### src/rtl/tmr_pkg.sv
package tmr_pkg;
  localparam int CNT_W  = 16;
  localparam int PS_W   = 10;
  localparam int CODE_W = 3;

  localparam logic [1:0] A_CTRL = 2'd0;
  localparam logic [1:0] A_CNT  = 2'd1;
  localparam logic [1:0] A_RLD  = 2'd2;
  localparam logic [1:0] A_CMP  = 2'd3;

  typedef struct packed {
    logic [CODE_W-1:0] presc;
    logic irq_en;
    logic out_en;
    logic dir_ctl;
    logic ext_en;
    logic cap;
    logic run;
  } cfg_t;

  localparam int CFG_W = $bits(cfg_t);

  // divisor - 1 for a prescaler code: 4**code for codes 0..5, else 1
  function automatic logic [PS_W-1:0] presc_lim(input logic [CODE_W-1:0] code);
    logic [PS_W:0] one_hot;
    if (code > 3'd5) return '0;
    one_hot = (PS_W+1)'(1) << (2 * int'(code));
    return PS_W'(one_hot - 1'b1);
  endfunction
endpackage

### src/rtl/tmr_pin_sync.sv
module tmr_pin_sync #(
  parameter int STAGES = 2
) (
  input  logic clk_i,
  input  logic rst_ni,
  input  logic pin_i,
  output logic level_o,
  output logic fall_o
);
  logic [STAGES-1:0] sync_q;
  logic              prev_q;

  always_ff @(posedge clk_i or negedge rst_ni) begin
    if (!rst_ni) begin
      sync_q <= '0;
      prev_q <= 1'b0;
    end else begin
      sync_q <= {sync_q[STAGES-2:0], pin_i};
      prev_q <= level_o;
    end
  end

  assign level_o = sync_q[STAGES-1];
  assign fall_o  = prev_q & ~level_o;

  // one edge pulse per falling transition
  assert_fall_single_R7: assert property (@(posedge clk_i) disable iff (!rst_ni)
    fall_o |=> !fall_o);
endmodule

### src/rtl/tmr_prescale.sv
module tmr_prescale
  import tmr_pkg::*;
(
  input  logic              clk_i,
  input  logic              rst_ni,
  input  logic              run_i,
  input  logic [CODE_W-1:0] code_i,
  output logic              tick_o
);
  logic [PS_W-1:0] ps_q;
  logic [PS_W-1:0] lim;
  logic            slow;

  assign lim    = presc_lim(code_i);
  assign slow   = (code_i >= 3'd1) && (code_i <= 3'd5);
  assign tick_o = run_i && (ps_q >= lim);

  always_ff @(posedge clk_i or negedge rst_ni) begin
    if (!rst_ni)                ps_q <= '0;
    else if (!run_i || tick_o)  ps_q <= '0;
    else                        ps_q <= ps_q + 1'b1;
  end

  // divided codes never tick on two consecutive clocks
  assert_tick_spacing_R3: assert property (@(posedge clk_i) disable iff (!rst_ni)
    (tick_o && slow) |=> (!tick_o || !slow));
endmodule

### src/rtl/tmr_core.sv
module tmr_core
  import tmr_pkg::*;
#(
  parameter int W = CNT_W
) (
  input  logic         clk_i,
  input  logic         rst_ni,
  input  cfg_t         cfg_i,
  input  logic         tick_i,
  input  logic         level_i,
  input  logic         fall_i,
  input  logic         wr_ctrl_i,
  input  logic         wr_cnt_i,
  input  logic         wr_rld_i,
  input  logic [W-1:0] wdata_i,
  output logic [W-1:0] cnt_o,
  output logic [W-1:0] rld_o,
  output logic         ovf_o,
  output logic         extf_o,
  output logic         evt_o
);
  localparam logic [W-1:0] CNT_MAX = {W{1'b1}};

  logic [W-1:0] cnt_q, cnt_d, rld_q, rld_d;
  logic         ovf_q, ovf_d, extf_q, extf_d, evt_q, evt_d;
  logic         up, hit, edge_rl, edge_cp;

  assign up      = !cfg_i.dir_ctl || level_i;
  assign hit     = up ? (cfg_i.cap ? (cnt_q == CNT_MAX) : (cnt_q == rld_q)) : (cnt_q == '0);
  assign edge_rl = cfg_i.ext_en && fall_i && !cfg_i.cap;
  assign edge_cp = cfg_i.ext_en && fall_i &&  cfg_i.cap;

  always_comb begin
    cnt_d  = cnt_q;
    rld_d  = rld_q;
    ovf_d  = wr_ctrl_i ? wdata_i[W-1] : ovf_q;
    extf_d = wr_ctrl_i ? wdata_i[W-2] : extf_q;
    evt_d  = (wr_ctrl_i && !wdata_i[W-2]) ? 1'b0 : evt_q;
    if (edge_rl) begin
      cnt_d = up ? '0 : rld_q;
      if (up) begin
        extf_d = 1'b1;
        evt_d  = 1'b1;
      end
    end else if (tick_i) begin
      if (hit) begin
        cnt_d = up ? '0 : (cfg_i.cap ? CNT_MAX : rld_q);
        ovf_d = 1'b1;
        if (!cfg_i.cap) extf_d = ~extf_d;  // silent toggle, no pin event
      end else begin
        cnt_d = up ? cnt_q + 1'b1 : cnt_q - 1'b1;
      end
    end
    if (edge_cp) begin
      rld_d  = cnt_q;
      extf_d = 1'b1;
      evt_d  = 1'b1;
    end
    if (wr_cnt_i) cnt_d = wdata_i;
    if (wr_rld_i) rld_d = wdata_i;
  end

  always_ff @(posedge clk_i or negedge rst_ni) begin
    if (!rst_ni) begin
      cnt_q  <= '0;
      rld_q  <= '0;
      ovf_q  <= 1'b0;
      extf_q <= 1'b0;
      evt_q  <= 1'b0;
    end else begin
      cnt_q  <= cnt_d;
      rld_q  <= rld_d;
      ovf_q  <= ovf_d;
      extf_q <= extf_d;
      evt_q  <= evt_d;
    end
  end

  assign cnt_o  = cnt_q;
  assign rld_o  = rld_q;
  assign ovf_o  = ovf_q;
  assign extf_o = extf_q;
  assign evt_o  = evt_q;

  assert_hold_stopped_R2: assert property (@(posedge clk_i) disable iff (!rst_ni)
    (!cfg_i.run && !fall_i && !wr_cnt_i) |=> $stable(cnt_q));

  assert_up_wrap_R4: assert property (@(posedge clk_i) disable iff (!rst_ni)
    (tick_i && up && !cfg_i.cap && cnt_q == rld_q && !fall_i && !wr_cnt_i && !wr_ctrl_i)
    |=> (cnt_q == '0 && ovf_q));

  assert_down_reload_R5: assert property (@(posedge clk_i) disable iff (!rst_ni)
    (tick_i && !up && !cfg_i.cap && cnt_q == '0 && !fall_i && !wr_en_any())
    |=> (cnt_q == $past(rld_q)));

  assert_capture_R6: assert property (@(posedge clk_i) disable iff (!rst_ni)
    (cfg_i.cap && cfg_i.ext_en && fall_i && !wr_rld_i) |=> (rld_q == $past(cnt_q)));

  assert_ovf_sticky_R9: assert property (@(posedge clk_i) disable iff (!rst_ni)
    (ovf_q && !wr_ctrl_i) |=> ovf_q);

  function automatic logic wr_en_any();
    return wr_ctrl_i || wr_cnt_i || wr_rld_i;
  endfunction
endmodule

### src/rtl/tmr_cap_reload.sv
module tmr_cap_reload
  import tmr_pkg::*;
(
  input  logic             clk_i,
  input  logic             rst_ni,
  input  logic             wr_en_i,
  input  logic [1:0]       addr_i,
  input  logic [CNT_W-1:0] wdata_i,
  output logic [CNT_W-1:0] rdata_o,
  input  logic             ext_pin_i,
  output logic             tmr_o,
  output logic             irq_o
);
  cfg_t             cfg_q;
  logic [CNT_W-1:0] cmp_q, cnt, rld;
  logic             wr_ctrl, wr_cnt, wr_rld, wr_cmp;
  logic             tick, level, fall, ovf, extf, evt;

  assign wr_ctrl = wr_en_i && (addr_i == A_CTRL);
  assign wr_cnt  = wr_en_i && (addr_i == A_CNT);
  assign wr_rld  = wr_en_i && (addr_i == A_RLD);
  assign wr_cmp  = wr_en_i && (addr_i == A_CMP);

  always_ff @(posedge clk_i or negedge rst_ni) begin
    if (!rst_ni) begin
      cfg_q <= '0;
      cmp_q <= '0;
    end else begin
      if (wr_ctrl) cfg_q <= cfg_t'(wdata_i[CFG_W-1:0]);
      if (wr_cmp)  cmp_q <= wdata_i;
    end
  end

  tmr_pin_sync #(.STAGES(2)) u_sync (
    .clk_i, .rst_ni, .pin_i(ext_pin_i), .level_o(level), .fall_o(fall)
  );

  tmr_prescale u_presc (
    .clk_i, .rst_ni, .run_i(cfg_q.run), .code_i(cfg_q.presc), .tick_o(tick)
  );

  tmr_core #(.W(CNT_W)) u_core (
    .clk_i, .rst_ni, .cfg_i(cfg_q), .tick_i(tick), .level_i(level), .fall_i(fall),
    .wr_ctrl_i(wr_ctrl), .wr_cnt_i(wr_cnt), .wr_rld_i(wr_rld), .wdata_i,
    .cnt_o(cnt), .rld_o(rld), .ovf_o(ovf), .extf_o(extf), .evt_o(evt)
  );

  always_comb begin
    unique case (addr_i)
      A_CTRL:  rdata_o = {ovf, extf, {(CNT_W-2-CFG_W){1'b0}}, cfg_q};
      A_CNT:   rdata_o = cnt;
      A_RLD:   rdata_o = rld;
      default: rdata_o = cmp_q;
    endcase
  end

  assign tmr_o = cfg_q.out_en && (cnt < cmp_q);
  assign irq_o = cfg_q.irq_en && (ovf || evt);

  // a pending overflow with interrupts enabled is always signalled
  assert_irq_ovf_R10: assert property (@(posedge clk_i) disable iff (!rst_ni)
    (cfg_q.irq_en && ovf) |-> irq_o);
endmodule

### config.mk
export PLATFORM = sky130hd
export DESIGN_NAME = tmr_cap_reload
export DESIGN_NICKNAME = d
export VERILOG_FILES = /design/src/rtl/tmr_pkg.sv /design/src/rtl/tmr_pin_sync.sv /design/src/rtl/tmr_prescale.sv /design/src/rtl/tmr_core.sv /design/src/rtl/tmr_cap_reload.sv
export SDC_FILE = /design/constraint.sdc
export NUM_CORES = 1
export LEC_CHECK = 0
export ABC_AREA = 1
export BUFFER_PORTS_ARGS = -buffer_cell sky130_fd_sc_hd__buf_4
export CELL_PAD_IN_SITES_DETAIL_PLACEMENT = 0
export CELL_PAD_IN_SITES_GLOBAL_PLACEMENT = 1
export CORE_MARGIN = 2
export CORE_UTILIZATION = 40
export DETAILED_ROUTE_END_ITERATION = 10
export PLACE_DENSITY = 0.75
export SYNTH_ARGS = -nofsm -noshare
export SYNTH_HDL_FRONTEND = slang
export SYNTH_SLANG_ARGS = --single-unit
### constraint.sdc
create_clock -name clk_i -period 2.6 [get_ports clk_i]
set_input_delay 0.65 -clock clk_i [delete_from_list [all_inputs] [get_ports clk_i]]
set_output_delay 0.65 -clock clk_i [all_outputs]
set_load 0.01 [all_outputs]
# Word-level counts from Yosys, hierarchy flattened
# Cells that the tools add are included.
# word_totals
inputBits,22
n_memories,0
output_inout_bits,18
elab_cells,86
mem_bits_ro,0
regBits,73
latch_bits,0
mem_bits_rw,0
# op_classes
add_sub_neg,4
n_eq_ne,5
reduce_logical,22
muxes,32
shifts,1
div,0
bitwise_logic,3
mul,0
order_cmp,3
# op_table
op,count
2-to-1 mux 16 bit,10
one-hot mux 16 bit (3 select lines),1
2-to-1 mux 10 bit,3
2-to-1 mux 1 bit,18
"adder 16 x 1 -> 16 bit, second input constant",1
equality test 16 bit,1
"equality test 16 bit, second input constant",1
zero test 16 bit,1
less-than comparator 16 bit,1
"subtractor 16 x 1 -> 16 bit, second input constant",1
logical AND 1 bit,11
"adder 10 x 1 -> 10 bit, second input constant",1
greater-or-equal comparator 10 bit,1
"<< shifter 1 x 4 -> 10 bit, first input constant",1
"subtractor 10 x 1 -> 10 bit, second input constant",1
"equality test 2 bit, second input constant",2
zero test 1 bit,4
"> comparator 3 bit, second input constant",1
logical OR 1 bit,3
nonzero test 3 bit,1
"equality test 2 x 1 -> 1 bit, second input constant",1
zero test 2 bit,1
inverter 1 bit,2
nonzero test 2 bit,1
AND 1 bit,1

# Depth between registers and ports, before layout
# logic_depth
ltp_word,9
depth_mapped,19
mapped_depth_nobuf,18

# Cells and area by module
# Synthesis repeated with hierarchy kept, for this count alone.
# hier_totals
hier_cells,927
hier_area_um2,6077.1
# modules_own_cells
mod,seq_area_each_um2,area_each_um2,instances,cells_per_inst
tmr_core,875.8,3337.0,1,574
tmr_cap_reload,625.6,1823.0,1,238
tmr_prescale,250.2,832.0,1,110
tmr_pin_sync,75.1,85.1,1,5

# Least setup slack after synthesis
# No wires, ideal clock.
# synth_path
path_type,flip-flop to flip-flop
startpoint,register cfg_q[6] (netlist name)
endpoint,register u_core.cnt_q[12] (netlist: u_core.cnt_o[12])
path_slack_ns,-0.015
arrival_time_ns,2.499
path_buffers,2
t_required_ns,2.483
setup_ns,0.117
period_less_slack_ns,2.615
path_stages_with_launch,20
cell_sequence,dfrtp_1 clkbuf_1 nor2_1 nand2_1 ha_1 nand2_1 nor2_1 inv_1 ha_1 a21oi_1 nor2_1 nor2_1 o21ai_1 o21ai_1 nand2_2 inv_2 buf_2 a21oi_1 nand2_1 nand2_1
# synth_via
elab_chain_cells,6
word_cells_on_any_way,8
classes_between,add/sub (1); order compare (2); shift (1); mux (2); reduce/logical (2)
# synth_rtl
element,line_no,source
"start, declared",tmr_cap_reload.sv:14,cfg_t cfg_q;
"start signal, assigned",tmr_cap_reload.sv:29,if (wr_ctrl) cfg_q <= cfg_t'(wdata_i[CFG_W-1:0]);
<< shifter 1 x 4 -> 10 bit or > comparator 3 bit (tied branches),"tmr_pkg.sv:27, tmr_pkg.sv:26",
subtractor 10 x 1 -> 10 bit or 2-to-1 mux 1 bit (tied branches),"tmr_pkg.sv:28, tmr_pkg.sv:26",
2-to-1 mux 10 bit *,tmr_pkg.sv:27,one_hot = (PS_W+1)'(1) << (2 * int'(code));
greater-or-equal comparator 10 bit *,tmr_prescale.sv:16,assign tick_o = run_i && (ps_q >= lim);
logical AND 1 bit *,tmr_prescale.sv:16,
nonzero test 3 bit (no line) *,n/a,
"end signal, assigned",tmr_core.sv:71,cnt_q <= cnt_d;
"end, declared",tmr_core.sv:24,"logic [W-1:0] cnt_q, cnt_d, rld_q, rld_d;"
# Mark *: on every way between the ends. The rest lies on a longest branch, timed or not.
# A chain may end at the register's enable or synchronous reset.

# Worst setup path after layout
# layout_path
startpoint,register u_core.cnt_q[1] (netlist: u_core.cnt_o[1])
endpoint,output tmr_o
# layout_via
elab_chain_cells,2
# layout_rtl
element,line_no,source
less-than comparator 16 bit,tmr_cap_reload.sv:57,assign tmr_o = cfg_q.out_en && (cnt < cmp_q);
logical AND 1 bit,tmr_cap_reload.sv:57,
"end, declared",tmr_cap_reload.sv:11,"output logic tmr_o,"
# Every way passes these cells.

==> reports/results.txt <==
Critical Path RT -> 1.95 ns
Buf+Inv Stages, Crit Path -> 1
Hold Crit Class -> in -> async
Cells after DPL -> 1,148
ANT cells -> 0
Row count -> 44
Final-report max-slew violation count -> 0
Synth cell types -> 33
CTS tree -> done
CP arrival -> 1.89 ns
Fraction of registers with async set/reset -> 1.00
HPWL Detailed -> 15.0 mm
Vias in the first global route -> 5,653
Worst hold slack -> 0.249 ns
Detailed-route DRC error count -> 0
Synth Area in Adders -> 0.0897
RSZ-0062 raised after global routing -> yes
Clk pwr share -> 0.212
Slowest-stage cell, CP -> dfrtp_2
Final min period -> 2.54 ns
Leak -> 3.91 nW
Int Pwr -> 0.00384 W
Die Area -> 15,800 µm²
PortBufs -> 39
Crit-path max FO -> 5
Total CTS buffers -> 9
Setup CP Type -> reg -> out
Commonest non-fill, non-tap cell in the layout -> nand2_1
Clock Path Buffers -> 2
Total power -> 0.00692 W
Peak VDD IR -> 0.464 mV
# setup viols final -> 0
Core Util, Final -> 0.504
Cell Area, Synth -> 5940 µm²
Mean Syn Cell Area -> 6.50 µm²
Final Skew -> 0.00615 ns
Root Buffer -> clkbuf_16
P_sw -> 0.00308 W
Clock latency on the worst-skew pair -> 0.33 ns
Worst Setup End Kind -> primary output
Post-synth top area share -> 0.308
Worst-margin pin slew -> 0.658 ns
Area growth from synthesis to layout -> 23.4%
Max-slew headroom -> 0.560
Status -> completed
Routed Antenna Nets -> 0
Post-synth EDFFs -> 0
Fin cells -> 1,169
Sequential area share after synthesis -> 0.308
Most used DFF post-synth -> dfrtp_1
Top Usage Layer GRT -> met2
Max-cap violations -> 0
Final Hold Fails -> 0
Fmax achieved -> 0.394 GHz
Largest cells by area after synthesis -> dfrtp_1 (31%), nand2_1 (18%), inv_1 (9.0%), ha_1 (8.6%), o21ai_0 (7.5%)
Core Footprint -> 14,500 µm²
Final net count -> 1,044
Initial antenna violation count -> 0
First-pass GRT wire length -> 30.8 mm
Compound-Gate Fraction of Synth Area -> 0.171
PwrDens -> 944 nW/µm²
Pre-CTS WS -> -0.000557 ns
Yosys warnings -> 0
Cts hold-fix bufs -> 0
CP Cell Sequence -> ha_1 -> o21ai_0 -> nand2_1 -> nand3_1 -> nand2_1 -> nand3_1 -> a21oi_1 -> o21ai_1 -> and3_4 -> buf_6
Synthesized flop and latch total -> 73
GR Layer Usage met1 -> 0.351
1st-pass router iterations -> 5
Crit share post-route -> 0.975
Die H -> 126 µm
Setup crit start kind -> flop
Layout cell share with drive strength beyond 1 -> 0.168
Post-Synth XOR/XNOR Area -> 0.0192
Cell family with most CP delay -> flip-flops
Effective utilization at floorplan -> 0.409
Combinational Power Share -> 0.533
Mean routed wirelength per cell -> 16.9 µm
Setup ws final -> 0.0645 ns
Largest family of logic cells by synthesized area -> simple AND/OR/NAND/NOR gates
CTS clk-pin slew, worst paths -> 0.06 ns
Final wirelength -> 19.8 mm
Switching portion of total power -> 0.446
Commonest non-fill, non-tap cells in the layout -> nand2_1 (287), inv_1 (136), o21ai_0 (85)
Cell count after synthesis -> 914
Total track usage -> 0.247
Multiplexer share of the synthesized area -> 0
Total number of vias -> 6,052
Via-to-Cell Ratio -> 5.18
GRT Residual Overflow -> 0
Post-Synth Simple-Gate Area -> 0.296
Mapped Nets -> 978
Io pins -> 40
CP peak stage delay -> 0.45 ns
Met3 usage -> 0.0314
H-tree levels -> 3
Sequential group share of total power -> 0.255
DRT iter0 DRCs -> 489
Routability Congestion -> 0.902
Met2 Use GR -> 0.402
Largest net degree at the start of global routing -> 45
FF-to-FF setup slack -> 0.10 ns
Die Span X -> 126 µm
Largest area contributor in the netlist -> dfrtp_1
Clock tree sinks -> 73
==> worst register-to-register path, cell delays in order (launching register included) <==
cell and delay (ns):
dfrtp_2 0.40, nor2_1 0.06, nand2_1 0.08, ha_2 0.21
nand2_2 0.08, nor2_4 0.15, inv_2 0.06, ha_4 0.27
nand2_2 0.06, nor2_2 0.12, nand2_1 0.07, o21ai_2 0.17
o21ai_2 0.10, nand2_2 0.12, clkinv_4 0.10, buf_12 0.16
a21oi_2 0.11, nand2_1 0.07, nand2_1 0.06
==> sequential cells by signal (all words and copies together), names as in the netlist <==
signal         flops
u_core.cnt_o      16
u_core.evt_o       1
u_core.rld_o      16
u_presc.ps_q      10
cfg_q              9
u_sync.prev_q      1
u_sync.sync_q      2
cmp_q             16
u_core.extf_o      1
u_core.ovf_o       1
==> area by class of cell <==
class	instances	area [µm²]
clock buffer	12	246
tap	184	230
timing repair buffer	85	727
fill	1499	7210
clock inverter	4	98.8
sequential	73	1830
multi-input combinational	665	3640
inverter	146	556
==> power groups by stage <==
stage | registers [W] | clock network (W) | logic (W)
floorplan | 0.00167 | 0 | 0.00229
global placement | 0.00176 | 0 | 0.00343
detailed placement | 0.00176 | 0 | 0.00342
CTS | 0.00174 | 0.00147 | 0.00347
global route | 0.00179 | 0.00152 | 0.00419
finish | 0.00176 | 0.00147 | 0.00369
==> cell families (layout without fill, tap and decap cells) <==
group / count (synthesis) / count (layout)
xor+xnor: 13 / 13
buf+inv: 176 / 247
compound gates: 184 / 184
simple gates: 426 / 426
fa+ha+maj: 42 / 42
flops: 73 / 73
==> through the flow <==
stage                      TNS (ns)  cell area [µm²]
after floorplan                   0             5940
after CTS                         0             7040
after detailed placement  -0.000590             6680
final                             0             7330
after global routing         -0.701             7330
after global placement            0             6680
==> cell usage after synthesis (4+ instances only) <==
master	number
xor2_1	7
nand2_1	292
o221ai_1	6
xnor2_1	6
o211ai_1	19
a21oi_1	48
o21ai_0	89
o21ai_1	4
ha_1	41
buf_2	7
nand4_1	9
dfrtp_1	73
clkbuf_1	19
nand3_1	40
nand3_2	7
inv_1	143
o22ai_1	16
nor2_1	62
nor3b_1	4
==> layer usage <==
metal	vias up	share of wire
met5	-	0
met4	0	0.024
met3	35	0.046
met2	174	0.46
met1	2767	0.47
li1	3076	-
==> worst paths after layout <==
kind,start,endpoint,cells after the start
max,u_core.cnt_o[1],tmr_o,10
min,rst_ni,u_presc.ps_q[2],1
max reg2reg,cfg_q[7],u_core.cnt_o[2],18
min reg2reg,u_sync.sync_q[0],u_sync.sync_q[1],0
max in group asynchronous,rst_ni,cfg_q[7],2
min in group clk_i,u_sync.sync_q[0],u_sync.sync_q[1],0
==> repair_timing <==
action | in CTS | in global routing
setup endpoints to repair | 14 | 28
pin swaps | 0 | 23
resized for setup | 5 | 61
cloned | 0 | 2
setup buffers | 0 | 3
(Power assumes the default switching activity.)
